$ cat src/rtl/dir_pkg.sv
package dir_pkg;

  typedef enum logic [1:0] {
    DIR_UNC = 2'd0,
    DIR_SHR = 2'd1,
    DIR_EXC = 2'd2
  } dir_state_e;

  typedef enum logic [1:0] {
    REQ_RD  = 2'd0,
    REQ_WR  = 2'd1,
    REQ_WB  = 2'd2,
    REQ_RSV = 2'd3
  } req_kind_e;

  typedef enum logic [1:0] {
    MSG_DATA  = 2'd0,
    MSG_INV   = 2'd1,
    MSG_FETCH = 2'd2,
    MSG_ACK   = 2'd3
  } msg_kind_e;

  typedef enum logic [2:0] {
    F_IDLE  = 3'd0,
    F_INV   = 3'd1,
    F_FETCH = 3'd2,
    F_WAIT  = 3'd3,
    F_REPLY = 3'd4
  } fsm_e;

  // strobes from control to datapath
  typedef struct packed {
    logic      accept;   // latch request and snapshot its entry
    logic      invPop;   // drop lowest pending sharer
    logic      commit;   // write the new entry
    msg_kind_e kind;     // kind of message currently offered
  } ctrl_strobe_t;

endpackage

$ cat src/rtl/dir_home_dp.sv
module dir_home_dp
  import dir_pkg::*;
#(
  parameter int NUM_NODES  = 4,
  parameter int NUM_BLOCKS = 8,
  parameter int NODE_W     = $clog2(NUM_NODES),
  parameter int ADDR_W     = $clog2(NUM_BLOCKS)
) (
  input  logic              clk,
  input  logic              rstN,
  input  ctrl_strobe_t      strobe,
  input  logic [1:0]        reqType,
  input  logic [NODE_W-1:0] reqNode,
  input  logic [ADDR_W-1:0] reqAddr,
  output dir_state_e        inState,
  output logic              inOthers,
  output logic              inOwnerIsReq,
  output logic              pendLast,
  output logic              curIsMiss,
  output logic [1:0]        outType,
  output logic [NODE_W-1:0] outNode,
  output logic [ADDR_W-1:0] outAddr
);

  function automatic logic [NODE_W-1:0] lowestIdx(input logic [NUM_NODES-1:0] v);
    lowestIdx = '0;
    for (int i = NUM_NODES - 1; i >= 0; i--) begin
      if (v[i]) lowestIdx = NODE_W'(i);
    end
  endfunction

  function automatic logic [NUM_NODES-1:0] nodeBit(input logic [NODE_W-1:0] n);
    nodeBit = '0;
    nodeBit[n] = 1'b1;
  endfunction

  // directory storage
  dir_state_e           stArr  [NUM_BLOCKS];
  logic [NUM_NODES-1:0] vecArr [NUM_BLOCKS];

  // latched transaction
  req_kind_e            curType;
  logic [NODE_W-1:0]    curNode;
  logic [ADDR_W-1:0]    curAddr;
  logic [NODE_W-1:0]    ownerIdx;
  logic [NUM_NODES-1:0] pending;

  // lookup for the incoming request
  logic [NUM_NODES-1:0] inVec;
  logic [NUM_NODES-1:0] inBit;

  assign inVec        = vecArr[reqAddr];
  assign inState      = stArr[reqAddr];
  assign inBit        = nodeBit(reqNode);
  assign inOthers     = |(inVec & ~inBit);
  assign inOwnerIsReq = (inVec == inBit);

  always_ff @(posedge clk or negedge rstN) begin
    if (!rstN) begin
      curType  <= REQ_RD;
      curNode  <= '0;
      curAddr  <= '0;
      ownerIdx <= '0;
      pending  <= '0;
    end else if (strobe.accept) begin
      curType  <= req_kind_e'(reqType);
      curNode  <= reqNode;
      curAddr  <= reqAddr;
      ownerIdx <= lowestIdx(inVec);
      pending  <= inVec & ~inBit;
    end else if (strobe.invPop) begin
      pending  <= pending & ~nodeBit(lowestIdx(pending));
    end
  end

  assign pendLast  = ((pending & (pending - 1'b1)) == '0);
  assign curIsMiss = (curType == REQ_RD) || (curType == REQ_WR);

  // next directory entry for the latched transaction
  dir_state_e           curState, nextSt;
  logic [NUM_NODES-1:0] curVec, nextVec, curBit;

  assign curState = stArr[curAddr];
  assign curVec   = vecArr[curAddr];
  assign curBit   = nodeBit(curNode);

  always_comb begin
    nextSt  = curState;
    nextVec = curVec;
    unique case (curType)
      REQ_RD: begin
        nextSt  = DIR_SHR;
        nextVec = curVec | curBit;
      end
      REQ_WR: begin
        nextSt  = DIR_EXC;
        nextVec = curBit;
      end
      REQ_WB: begin
        if (curState == DIR_EXC && curVec == curBit) begin
          nextSt  = DIR_UNC;
          nextVec = '0;
        end
      end
      default: ;
    endcase
  end

  for (genvar b = 0; b < NUM_BLOCKS; b++) begin : g_entry
    dir_state_e           entSt;
    logic [NUM_NODES-1:0] entVec;
    logic                 wrEn;

    assign wrEn = strobe.commit && (curAddr == ADDR_W'(b));

    always_ff @(posedge clk or negedge rstN) begin
      if (!rstN) begin
        entSt  <= DIR_UNC;
        entVec <= '0;
      end else if (wrEn) begin
        entSt  <= nextSt;
        entVec <= nextVec;
      end
    end

    assign stArr[b]  = entSt;
    assign vecArr[b] = entVec;
  end

  // outgoing message fields
  always_comb begin
    unique case (strobe.kind)
      MSG_INV:   outNode = lowestIdx(pending);
      MSG_FETCH: outNode = ownerIdx;
      default:   outNode = curNode;
    endcase
  end

  assign outType = strobe.kind;
  assign outAddr = curAddr;

endmodule

$ cat src/rtl/dir_home_fsm.sv
module dir_home_fsm
  import dir_pkg::*;
(
  input  logic         clk,
  input  logic         rstN,
  input  logic         reqValid,
  input  logic [1:0]   reqType,
  input  logic         rspValid,
  input  logic         outReady,
  input  dir_state_e   inState,
  input  logic         inOthers,
  input  logic         inOwnerIsReq,
  input  logic         pendLast,
  input  logic         curIsMiss,
  output ctrl_strobe_t strobe,
  output logic         reqReady,
  output logic         rspReady,
  output logic         outValid
);

  fsm_e state, stateNext;
  logic isRead, isWrite, accept;

  assign isRead  = (req_kind_e'(reqType) == REQ_RD);
  assign isWrite = (req_kind_e'(reqType) == REQ_WR);

  assign reqReady = (state == F_IDLE);
  assign rspReady = (state == F_WAIT);
  assign outValid = (state == F_INV) || (state == F_FETCH) || (state == F_REPLY);
  assign accept   = reqValid && reqReady;

  always_comb begin
    stateNext = state;
    unique case (state)
      F_IDLE: begin
        if (accept) begin
          if ((isRead || isWrite) && inState == DIR_EXC && !inOwnerIsReq)
            stateNext = F_FETCH;
          else if (isWrite && inState == DIR_SHR && inOthers)
            stateNext = F_INV;
          else
            stateNext = F_REPLY;
        end
      end
      F_INV:   if (outReady && pendLast) stateNext = F_REPLY;
      F_FETCH: if (outReady) stateNext = F_WAIT;
      F_WAIT:  if (rspValid) stateNext = F_REPLY;
      F_REPLY: if (outReady) stateNext = F_IDLE;
      default: stateNext = F_IDLE;
    endcase
  end

  always_ff @(posedge clk or negedge rstN) begin
    if (!rstN) state <= F_IDLE;
    else       state <= stateNext;
  end

  always_comb begin
    strobe        = '0;
    strobe.kind   = MSG_DATA;
    strobe.accept = accept;
    unique case (state)
      F_INV: begin
        strobe.kind   = MSG_INV;
        strobe.invPop = outReady;
      end
      F_FETCH: strobe.kind = MSG_FETCH;
      F_REPLY: begin
        strobe.kind   = curIsMiss ? MSG_DATA : MSG_ACK;
        strobe.commit = outReady;
      end
      default: ;
    endcase
  end

endmodule

$ cat src/rtl/dir_home_ctrl.sv
module dir_home_ctrl
  import dir_pkg::*;
#(
  parameter int NUM_NODES  = 4,
  parameter int NUM_BLOCKS = 8,
  parameter int NODE_W     = $clog2(NUM_NODES),
  parameter int ADDR_W     = $clog2(NUM_BLOCKS)
) (
  input  logic              clk,
  input  logic              rstN,
  input  logic              reqValid,
  output logic              reqReady,
  input  logic [1:0]        reqType,
  input  logic [NODE_W-1:0] reqNode,
  input  logic [ADDR_W-1:0] reqAddr,
  input  logic              rspValid,
  output logic              rspReady,
  output logic              outValid,
  input  logic              outReady,
  output logic [1:0]        outType,
  output logic [NODE_W-1:0] outNode,
  output logic [ADDR_W-1:0] outAddr
);

  ctrl_strobe_t strobe;
  dir_state_e   inState;
  logic         inOthers, inOwnerIsReq, pendLast, curIsMiss;

  dir_home_fsm u_fsm (
    .clk          (clk),
    .rstN         (rstN),
    .reqValid     (reqValid),
    .reqType      (reqType),
    .rspValid     (rspValid),
    .outReady     (outReady),
    .inState      (inState),
    .inOthers     (inOthers),
    .inOwnerIsReq (inOwnerIsReq),
    .pendLast     (pendLast),
    .curIsMiss    (curIsMiss),
    .strobe       (strobe),
    .reqReady     (reqReady),
    .rspReady     (rspReady),
    .outValid     (outValid)
  );

  dir_home_dp #(
    .NUM_NODES  (NUM_NODES),
    .NUM_BLOCKS (NUM_BLOCKS),
    .NODE_W     (NODE_W),
    .ADDR_W     (ADDR_W)
  ) u_dp (
    .clk          (clk),
    .rstN         (rstN),
    .strobe       (strobe),
    .reqType      (reqType),
    .reqNode      (reqNode),
    .reqAddr      (reqAddr),
    .inState      (inState),
    .inOthers     (inOthers),
    .inOwnerIsReq (inOwnerIsReq),
    .pendLast     (pendLast),
    .curIsMiss    (curIsMiss),
    .outType      (outType),
    .outNode      (outNode),
    .outAddr      (outAddr)
  );

endmodule

$ cat config.mk
export PLATFORM = sky130hd
export DESIGN_NAME = dir_home_ctrl
export DESIGN_NICKNAME = d
export VERILOG_FILES = /design/src/rtl/dir_pkg.sv /design/src/rtl/dir_home_dp.sv /design/src/rtl/dir_home_fsm.sv /design/src/rtl/dir_home_ctrl.sv
export SDC_FILE = /design/constraint.sdc
export NUM_CORES = 1
export LEC_CHECK = 0
export BUFFER_PORTS_ARGS = -buffer_cell sky130_fd_sc_hd__buf_2
export CAP_MARGIN = 0
export CORE_ASPECT_RATIO = 1.25
export CORE_MARGIN = 2
export CORE_UTILIZATION = 60
export DETAILED_ROUTE_END_ITERATION = 10
export GPL_ROUTABILITY_DRIVEN = 0
export PLACE_DENSITY = 0.75
export SLEW_MARGIN = 0
export SYNTH_ARGS = -nofsm -noshare
export SYNTH_HDL_FRONTEND = slang
export SYNTH_SLANG_ARGS = --single-unit
$ cat constraint.sdc
create_clock -name clk -period 7.4 [get_ports clk]
set_input_delay 1.48 -clock clk [delete_from_list [all_inputs] [get_ports clk]]
set_output_delay 1.48 -clock clk [all_outputs]
set_load 0.01 [all_outputs]
==> results.ini, run 1 <==
[cts]
ctsHtreeMaxLevel=3
tritoncts=done
post_cts_resize_count=0
cts.path.max_buffers=2
ctsHoldBuffers=0
cts.sink_count=64
worstSkewPairLatency_ns=0.35
root_buffer=clkbuf_8
post_cts_buffers=0
cts-buffers-inserted=9
worst_setup_hold_path_clk_slew_ns=0.07

[yosys]
synthDominantCellAreaShare_pct=39.5
syn_avg_cell_area_sq_um=10.3
number_of_cells_produced_by_synthesis=394
synth.largest_area_cell=dfrtp_1
yosysUniqueCellTypes=55
yosys_register_bits=64
yosysSeqAreaShare_pct=39.5
synth-edff-count=0
share_of_flip_flops_with_an_asynchronous_set_or_reset_pct=100
synth.top_cells.by_area=dfrtp_1 39%, mux4_2 6.7%, mux4_1 5.8%, o21ai_0 5.8%, mux2_2 5.0%
synth_top_flop_cell=dfrtp_1
synth.net_count=416
synthesis.area_sq_mm=0.00406
yosysWarningCount=0

[sta]
timing.clock.skew_ns=0.0121
total_count_of_hold_check_failures_in_the_final_report=0
drv_slew=0
maxClockFrequency_ghz=0.261
finalSetupViolCount=0
tightest_slew_ns=0.980
max_slew_margin_pct=33.8
totalNegativeSetupSlack_ns=0
final.period_utilization_pct=51.7
period_needed_ns=3.82
finalHoldWorstSlack_ns=0.488
grt_setup_unrepaired=false

[place]
dpl.hpwl_microns=7080
detailed_place.area_sq_mm=0.00417
io_buffers=21

[critical_path]
startpoint=u_dp.curType[1]
end_kind=output pin
r2r_start=u_dp.outAddr[0]
timing.critical_path.required_ns=5.92
data_arrival_at_the_endpoint_of_the_critical_path_ns=2.34
depth_of_the_worst_register_to_register_path=7
crit_path_end=outNode[0]
regToRegSetupSlack_ns=3.70
regToRegEndpoint=u_dp.g_entry[3].entSt[1]
worst-setup-path-type=flop to output pin
critPathLaunchType=flop
maximum_fanout_encountered_on_the_critical_timing_path=16

[global_route]
gr-total-overflow=0
grt_max_degree=65
global_route.usage.total_pct=28.9
initial_antenna_violation_count=0
grt_pass1_vias=3039
grt_first_pass_wirelength_microns=16000

[drt]
wl_per_cell_microns=20.1
postRouteWirelength_microns=9910
post_route_drc_violation_count=0
drt_pre_antenna_iters=5
detail_route.vias_per_cell=6.55
detail_route.iter0.violations=231
detail-route-antenna-nets=0
vias=3231

[final_layout]
area.growth.synth_to_final_pct=7.92
n_antenna_cell=0
finish.instance_area_sq_mm=0.00438
layout-drive-gt1-share_pct=20.4
num-nets-final=423

[hold_path]
hold_path_class=flop to flop

[floorplanning]
placeableCoreArea_sq_mm=0.00657
die_height_microns=96.0
io-pin-count=22
initial_core_util_pct=61.8
die_x_microns=77.6
rows=33
die-area_sq_mm=0.00744

[power]
static_leak_nw=1.88
ir_drop_mv=0.183
power_density_mw_per_mm2=442

[flow_run]
cap_violations=0

[outcome]
outcome=finished, final reports clean

-- sequential cells by signal, summed over array words and instances, names as in the netlist --
register and count:
u_dp.outAddr 3, u_dp.ownerIdx 2, u_dp.curType 2, u_dp.curNode 2, u_dp.g_entry.entVec 32, u_dp.pending 4
u_dp.g_entry.entSt 16, u_fsm.state 3
-- synth_stat cells, types with 2 or more instances --
master / n
o221ai_1: 4
a211o_1: 3
and2_1: 2
a21oi_1: 14
buf_1: 5
or2_2: 6
mux4_1: 9
ha_1: 10
nor4b_1: 2
nand2b_1: 6
o41ai_1: 2
nor3b_2: 2
a31o_2: 2
a31oi_1: 2
nor3_1: 4
clkbuf_2: 3
o21ai_0: 47
nand4_1: 3
buf_2: 5
mux4_2: 12
o31ai_1: 5
inv_1: 7
nor3b_1: 4
clkbuf_1: 12
dfrtp_1: 64
nor2_1: 22
nand2_1: 54
mux2_2: 18
nand3_1: 12
mux2i_1: 20
nor4_1: 3
nor2b_1: 7
-- placed cells by master (no fill, tap or decap), drive strengths merged, types with 7 or more instances in the layout --
cell type | netlist | final
a21oi | 14 | 14
buf | 11 | 22
clkbuf | 15 | 11
dfrtp | 64 | 64
ha | 10 | 10
inv | 7 | 8
mux2 | 19 | 19
mux2i | 20 | 20
mux4 | 21 | 21
nand2 | 54 | 54
nand3 | 12 | 12
nor2 | 22 | 22
nor2b | 7 | 7
o21ai | 47 | 47
-- where the power goes --
group	switching, mW	internal [mW]	leakage (nW)
Sequential	0.232	0.498	0.816
Combinational	0.467	0.415	0.960
Clock	0.150	0.176	0.106
Total	0.850	1.09	1.88
-- worst min path at each step --
stage / startpoint / endpoint / cells after the start
floorplan: u_dp.ownerIdx[1] / u_dp.ownerIdx[1] / 2
global placement: u_dp.g_entry[5].entSt[0] / u_dp.g_entry[5].entSt[0] / 2
detailed placement: u_dp.ownerIdx[0] / u_dp.ownerIdx[0] / 2
CTS: u_dp.ownerIdx[0] / u_dp.ownerIdx[0] / 2
global route: u_dp.ownerIdx[0] / u_dp.ownerIdx[0] / 2
finish: u_dp.ownerIdx[0] / u_dp.ownerIdx[0] / 2
-- through the flow --
| step | cells | power [mW] | setup slack, ns | util (%) |
|---|---|---|---|---|
| finish | 493 | 1.94 | 3.58 | 66.7 |
| global route | 493 | 2.07 | 3.42 | 66.7 |
| CTS | 493 | 1.93 | 3.59 | 66.7 |
| detailed placement | 477 | 1.60 | 3.43 | 63.4 |
| global placement | 477 | 1.57 | 3.44 | 63.4 |
| floorplan | 394 | 1.36 | 3.40 | - |
-- worst max-delay path, cell delays in order (launching register included) --
cell and delay (ns):
dfrtp_1 0.74, nand3_1 0.14, a21oi_1 0.32, ha_1 0.24, nor3b_1 0.22, a21oi_1 0.07
o21ai_0 0.13, buf_2 0.14
-- layer usage --
metal / wire length (microns) / vias to the layer above / GRT usage, %
met3: 520 / 34 / 4.50
li1: - / 1478 / -
met4: 407 / 0 / 16.1
met2: 4800 / 142 / 47.9
met1: 4180 / 1577 / 36.8
met5: 0 / - / 0
-- kinds of logic (layout without fill, tap and decap cells) --
kind of cell	Yosys count	in the layout	share of synthesized area, %
simple gates	137	137	17.5
buf+inv	33	45	3.48
mux	60	60	22.8
fa+ha+maj	11	11	3.33
compound gates	88	88	13.3
flops	64	64	39.5
xor+xnor	1	1	0.216
-- cell type report --
type,instances,area [sq um]
clock buffer,11,151
clock inverter,5,63.8
fill,522,2180
inverter,7,26.3
multi-input combinational,297,2320
sequential,64,1600
tap,87,109
timing repair buffer,22,113
(Power assumes the default switching activity.)
==> inputs of run 2 (changes only) <==
--- a/config.mk
+++ b/config.mk
@@ -5,14 +5,15 @@
 export SDC_FILE = /design/constraint.sdc
 export NUM_CORES = 1
 export LEC_CHECK = 0
+export ABC_AREA = 1
 export BUFFER_PORTS_ARGS = -buffer_cell sky130_fd_sc_hd__buf_2
 export CAP_MARGIN = 0
 export CORE_ASPECT_RATIO = 1.25
 export CORE_MARGIN = 2
-export CORE_UTILIZATION = 60
+export CORE_UTILIZATION = 56
 export DETAILED_ROUTE_END_ITERATION = 10
 export GPL_ROUTABILITY_DRIVEN = 0
-export PLACE_DENSITY = 0.75
+export PLACE_DENSITY = 0.74
 export SLEW_MARGIN = 0
 export SYNTH_ARGS = -nofsm -noshare
 export SYNTH_HDL_FRONTEND = slang
==> constraint.sdc (replaced) <==
create_clock -name clk -period 3.5 [get_ports clk]
set_input_delay 0.7 -clock clk [delete_from_list [all_inputs] [get_ports clk]]
set_output_delay 0.7 -clock clk [all_outputs]
set_load 0.01 [all_outputs]
==> results.ini, run 2 <==
[hold_path]
hold_path_class=primary input to async pin

[critical_path]
timing.critical_path.required_ns=3.74  ; -2.18 ns
cpMaxStageDelayCell=dfrtp_1
maximum_fanout_encountered_on_the_critical_timing_path=12  ; -4
crit_path_cell_trace=inv_2 -> nand2_4 -> inv_1 -> nand2_1 -> nand4_1 -> nand2_1 -> nand2_1 -> inv_1 -> ha_1 -> nor3_1 -> nor3b_1 -> nand3_2 -> nand3_2 -> nand2_2 -> nand2_1 -> nand2_1
end_kind=flop
cpMostUsedCell=nand2_1
worst-setup-path-type=flop to flop
critPathLaunchType=flop
data_arrival_at_the_endpoint_of_the_critical_path_ns=3.24  ; +0.90 ns
critPathMaxStageDelay_ns=0.53  ; -0.21 ns

[sta]
totalNegativeSetupSlack_ns=0  ; unchanged
max_slew_margin_pct=51.3  ; +17 points
maxClockFrequency_ghz=0.334
timing.clock.skew_ns=0.0109  ; -0.00122 ns
total_count_of_hold_check_failures_in_the_final_report=0  ; unchanged
period_needed_ns=3.00
grt_setup_unrepaired=false
tightest_slew_ns=0.731  ; -0.249 ns
finalSetupViolCount=0  ; unchanged
postLayoutSetupSlackWorst_ns=0.502  ; -3.07 ns
final.period_utilization_pct=85.7
drv_slew=0  ; unchanged

[floorplanning]
die_height_microns=99.4  ; +3.6%
die-area_sq_mm=0.00799  ; +7.3%
initial_core_util_pct=58.1  ; -3.7 points
rows=34  ; +3.0%
io-pin-count=22  ; unchanged
placeableCoreArea_sq_mm=0.00702  ; +6.9%
die_x_microns=80.3  ; +3.6%

[yosys]
synth.net_count=621  ; +49%
synth-edff-count=0  ; unchanged
synthDominantCellAreaShare_pct=39.3  ; -0.19 points
synth.cells.most_frequent=257 x nand2_1, 66 x inv_1, 64 x dfrtp_1, 54 x o21ai_0, 39 x nor2_1
yosysUniqueCellTypes=33  ; -40%
share_of_flip_flops_with_an_asynchronous_set_or_reset_pct=100  ; unchanged
synthMostInstantiatedCell=nand2_1
yosys_register_bits=64  ; unchanged
synth.top_cells.by_area=dfrtp_1 39%, nand2_1 24%, o21ai_0 6.6%, inv_1 6.1%, nand3_1 3.7%
synth_top_flop_cell=dfrtp_1
number_of_cells_produced_by_synthesis=599  ; +52%
yosysWarningCount=0  ; unchanged
synthesis.area_sq_mm=0.00408  ; +0.49%
yosysSeqAreaShare_pct=39.3  ; -0.19 points
syn_avg_cell_area_sq_um=6.81  ; -34%
synth.largest_area_cell=dfrtp_1

[cts]
worst_setup_hold_path_clk_slew_ns=0.07  ; about the same
root_buffer=clkbuf_8
cts.sink_count=64  ; unchanged
post_cts_buffers=0  ; unchanged
ctsHtreeMaxLevel=3  ; unchanged
tritoncts=done
cts-buffers-inserted=9  ; unchanged
post_cts_resize_count=0  ; unchanged
worstSkewPairLatency_ns=0.35  ; about the same
ctsHoldBuffers=0  ; unchanged
cts.path.max_buffers=2  ; unchanged

[drt]
wl_per_cell_microns=16.4  ; -18%
postRouteWirelength_microns=11700  ; +18%
detail_route.vias_per_cell=5.63  ; -14%
vias=4020  ; +24%
post_route_drc_violation_count=0  ; unchanged
detail-route-antenna-nets=0  ; unchanged
detail_route.iter0.violations=400  ; +73%
drt_pre_antenna_iters=5  ; unchanged

[final_layout]
num-nets-final=643  ; +52%
area.growth.synth_to_final_pct=8.96
post-route-util_pct=63.3  ; -3.4 points
biggestRegsByFlops=u_dp.g_entry.entVec: 32 flops, u_dp.g_entry.entSt: 16 flops, u_dp.pending: 4 flops
final_common_cell=nand2_1
largest_register_ffs=32  ; unchanged
largest_register=u_dp.g_entry.entVec
n_antenna_cell=0  ; unchanged
layout_common_cells=257 x nand2_1, 66 x inv_1, 64 x dfrtp_1
layout-drive-gt1-share_pct=10.4  ; -10 points

[power]
finalPower_mw=3.80  ; +96%
ir_drop_mv=0.426  ; +130%
power_density_mw_per_mm2=855  ; +93%
static_leak_nw=2.38  ; +26%

[place]
dpl_worst_slack_ns=0.365  ; -3.07 ns
io_buffers=21  ; unchanged
dpl.hpwl_microns=8640  ; +22%

[global_route]
initial_antenna_violation_count=0  ; unchanged
grt_first_pass_wirelength_microns=18500  ; +15%
gr-total-overflow=0  ; unchanged
grt_pass1_vias=3859  ; +27%
grt_max_degree=34  ; -48%
global_route.usage.total_pct=30.8  ; +1.9 points

[outcome]
outcome=finished, final reports clean

[flow_run]
cap_violations=0  ; unchanged

-- run 2: cell types whose count changed after synthesis, moves of 7 or more --
cell	previous run	this run
o21ai_0	47	54
mux2_2	18	0
nand3_1	12	30
mux4_1	9	0
nor2b_1	7	0
inv_1	7	66
a21oi_1	14	7
nor2_1	22	39
mux4_2	12	0
nand2_1	54	257
o211ai_1	0	7
mux2i_1	20	0
-- run 2: path summary, 6_finish.rpt --
| check | start | endpoint | slack, ns | cells past startpoint |
|---|---|---|---|---|
| setup / recovery | u_dp.outAddr[1] | u_dp.g_entry[5].entVec[2] | 0.50 | 16 |
| hold / removal | rstN | u_dp.curNode[1] | 0.40 | 1 |
| hold reg to reg | u_dp.g_entry[5].entVec[3] | u_dp.g_entry[5].entVec[3] | 0.49 | 2 |
| setup reg to reg | u_dp.outAddr[1] | u_dp.g_entry[5].entVec[2] | 0.50 | 16 |
| min in group clk | u_dp.g_entry[5].entVec[3] | u_dp.g_entry[5].entVec[3] | 0.49 | 2 |
| max in group asynchronous | rstN | u_dp.g_entry[0].entVec[0] | 2.18 | 2 |
-- run 2: where the power goes --
part           switching, mW  internal (mW)
Sequential             0.316           1.02
Combinational           1.23          0.594
Clock                  0.280          0.358
Total                   1.83           1.97
-- run 2: layout make-up --
type | count | area [sq um]
Inverter | 71 | 267
Sequential cell | 64 | 1600
Clock buffer | 11 | 151
Multi-Input combinational cell | 450 | 2130
Fill cell | 662 | 2570
Clock inverter | 3 | 42.5
Timing Repair Buffer | 25 | 135
Tap cell | 90 | 113
-- run 2: routing by layer --
layer / wire [microns] / up-vias / global-route usage [%]
li1: - / 1930 / -
met1: 4610 / 1864 / 36.9
met2: 5810 / 185 / 52.3
met3: 822 / 41 / 5.72
met4: 469 / 0 / 16.0
met5: 0 / - / 0
-- run 2: cells by family after synthesis --
| family | synth area share (%) |
|---|---|
| simple gates | 38.3 |
| buf+inv | 8.41 |
| compound gates | 11.0 |
| flops | 39.3 |
| fa+ha+maj | 3.07 |
-- run 2: stage by stage --
| stage | std cells | hold WS [ns] | instance area (sq um) |
|---|---|---|---|
| 6_report | 714 | 0.401 | 4440 |
| 5_1_grt | 714 | 0.463 | 4440 |
| 4_1_cts | 714 | 0.419 | 4440 |
| 3_5_place_dp | 700 | 0.469 | 4250 |
| 3_3_place_gp | 700 | 0.463 | 4250 |
| 2_1_floorplan | 599 | 0.404 | 4080 |
-- run 2: worst max-delay path, delay by kind of cell (launching register included) --
| kind | cells | cell delay [ns] |
|---|---|---|
| simple gates | 12 | 1.63 |
| buf+inv | 3 | 0.44 |
| fa+ha+maj | 1 | 0.30 |
| flops | 1 | 0.53 |
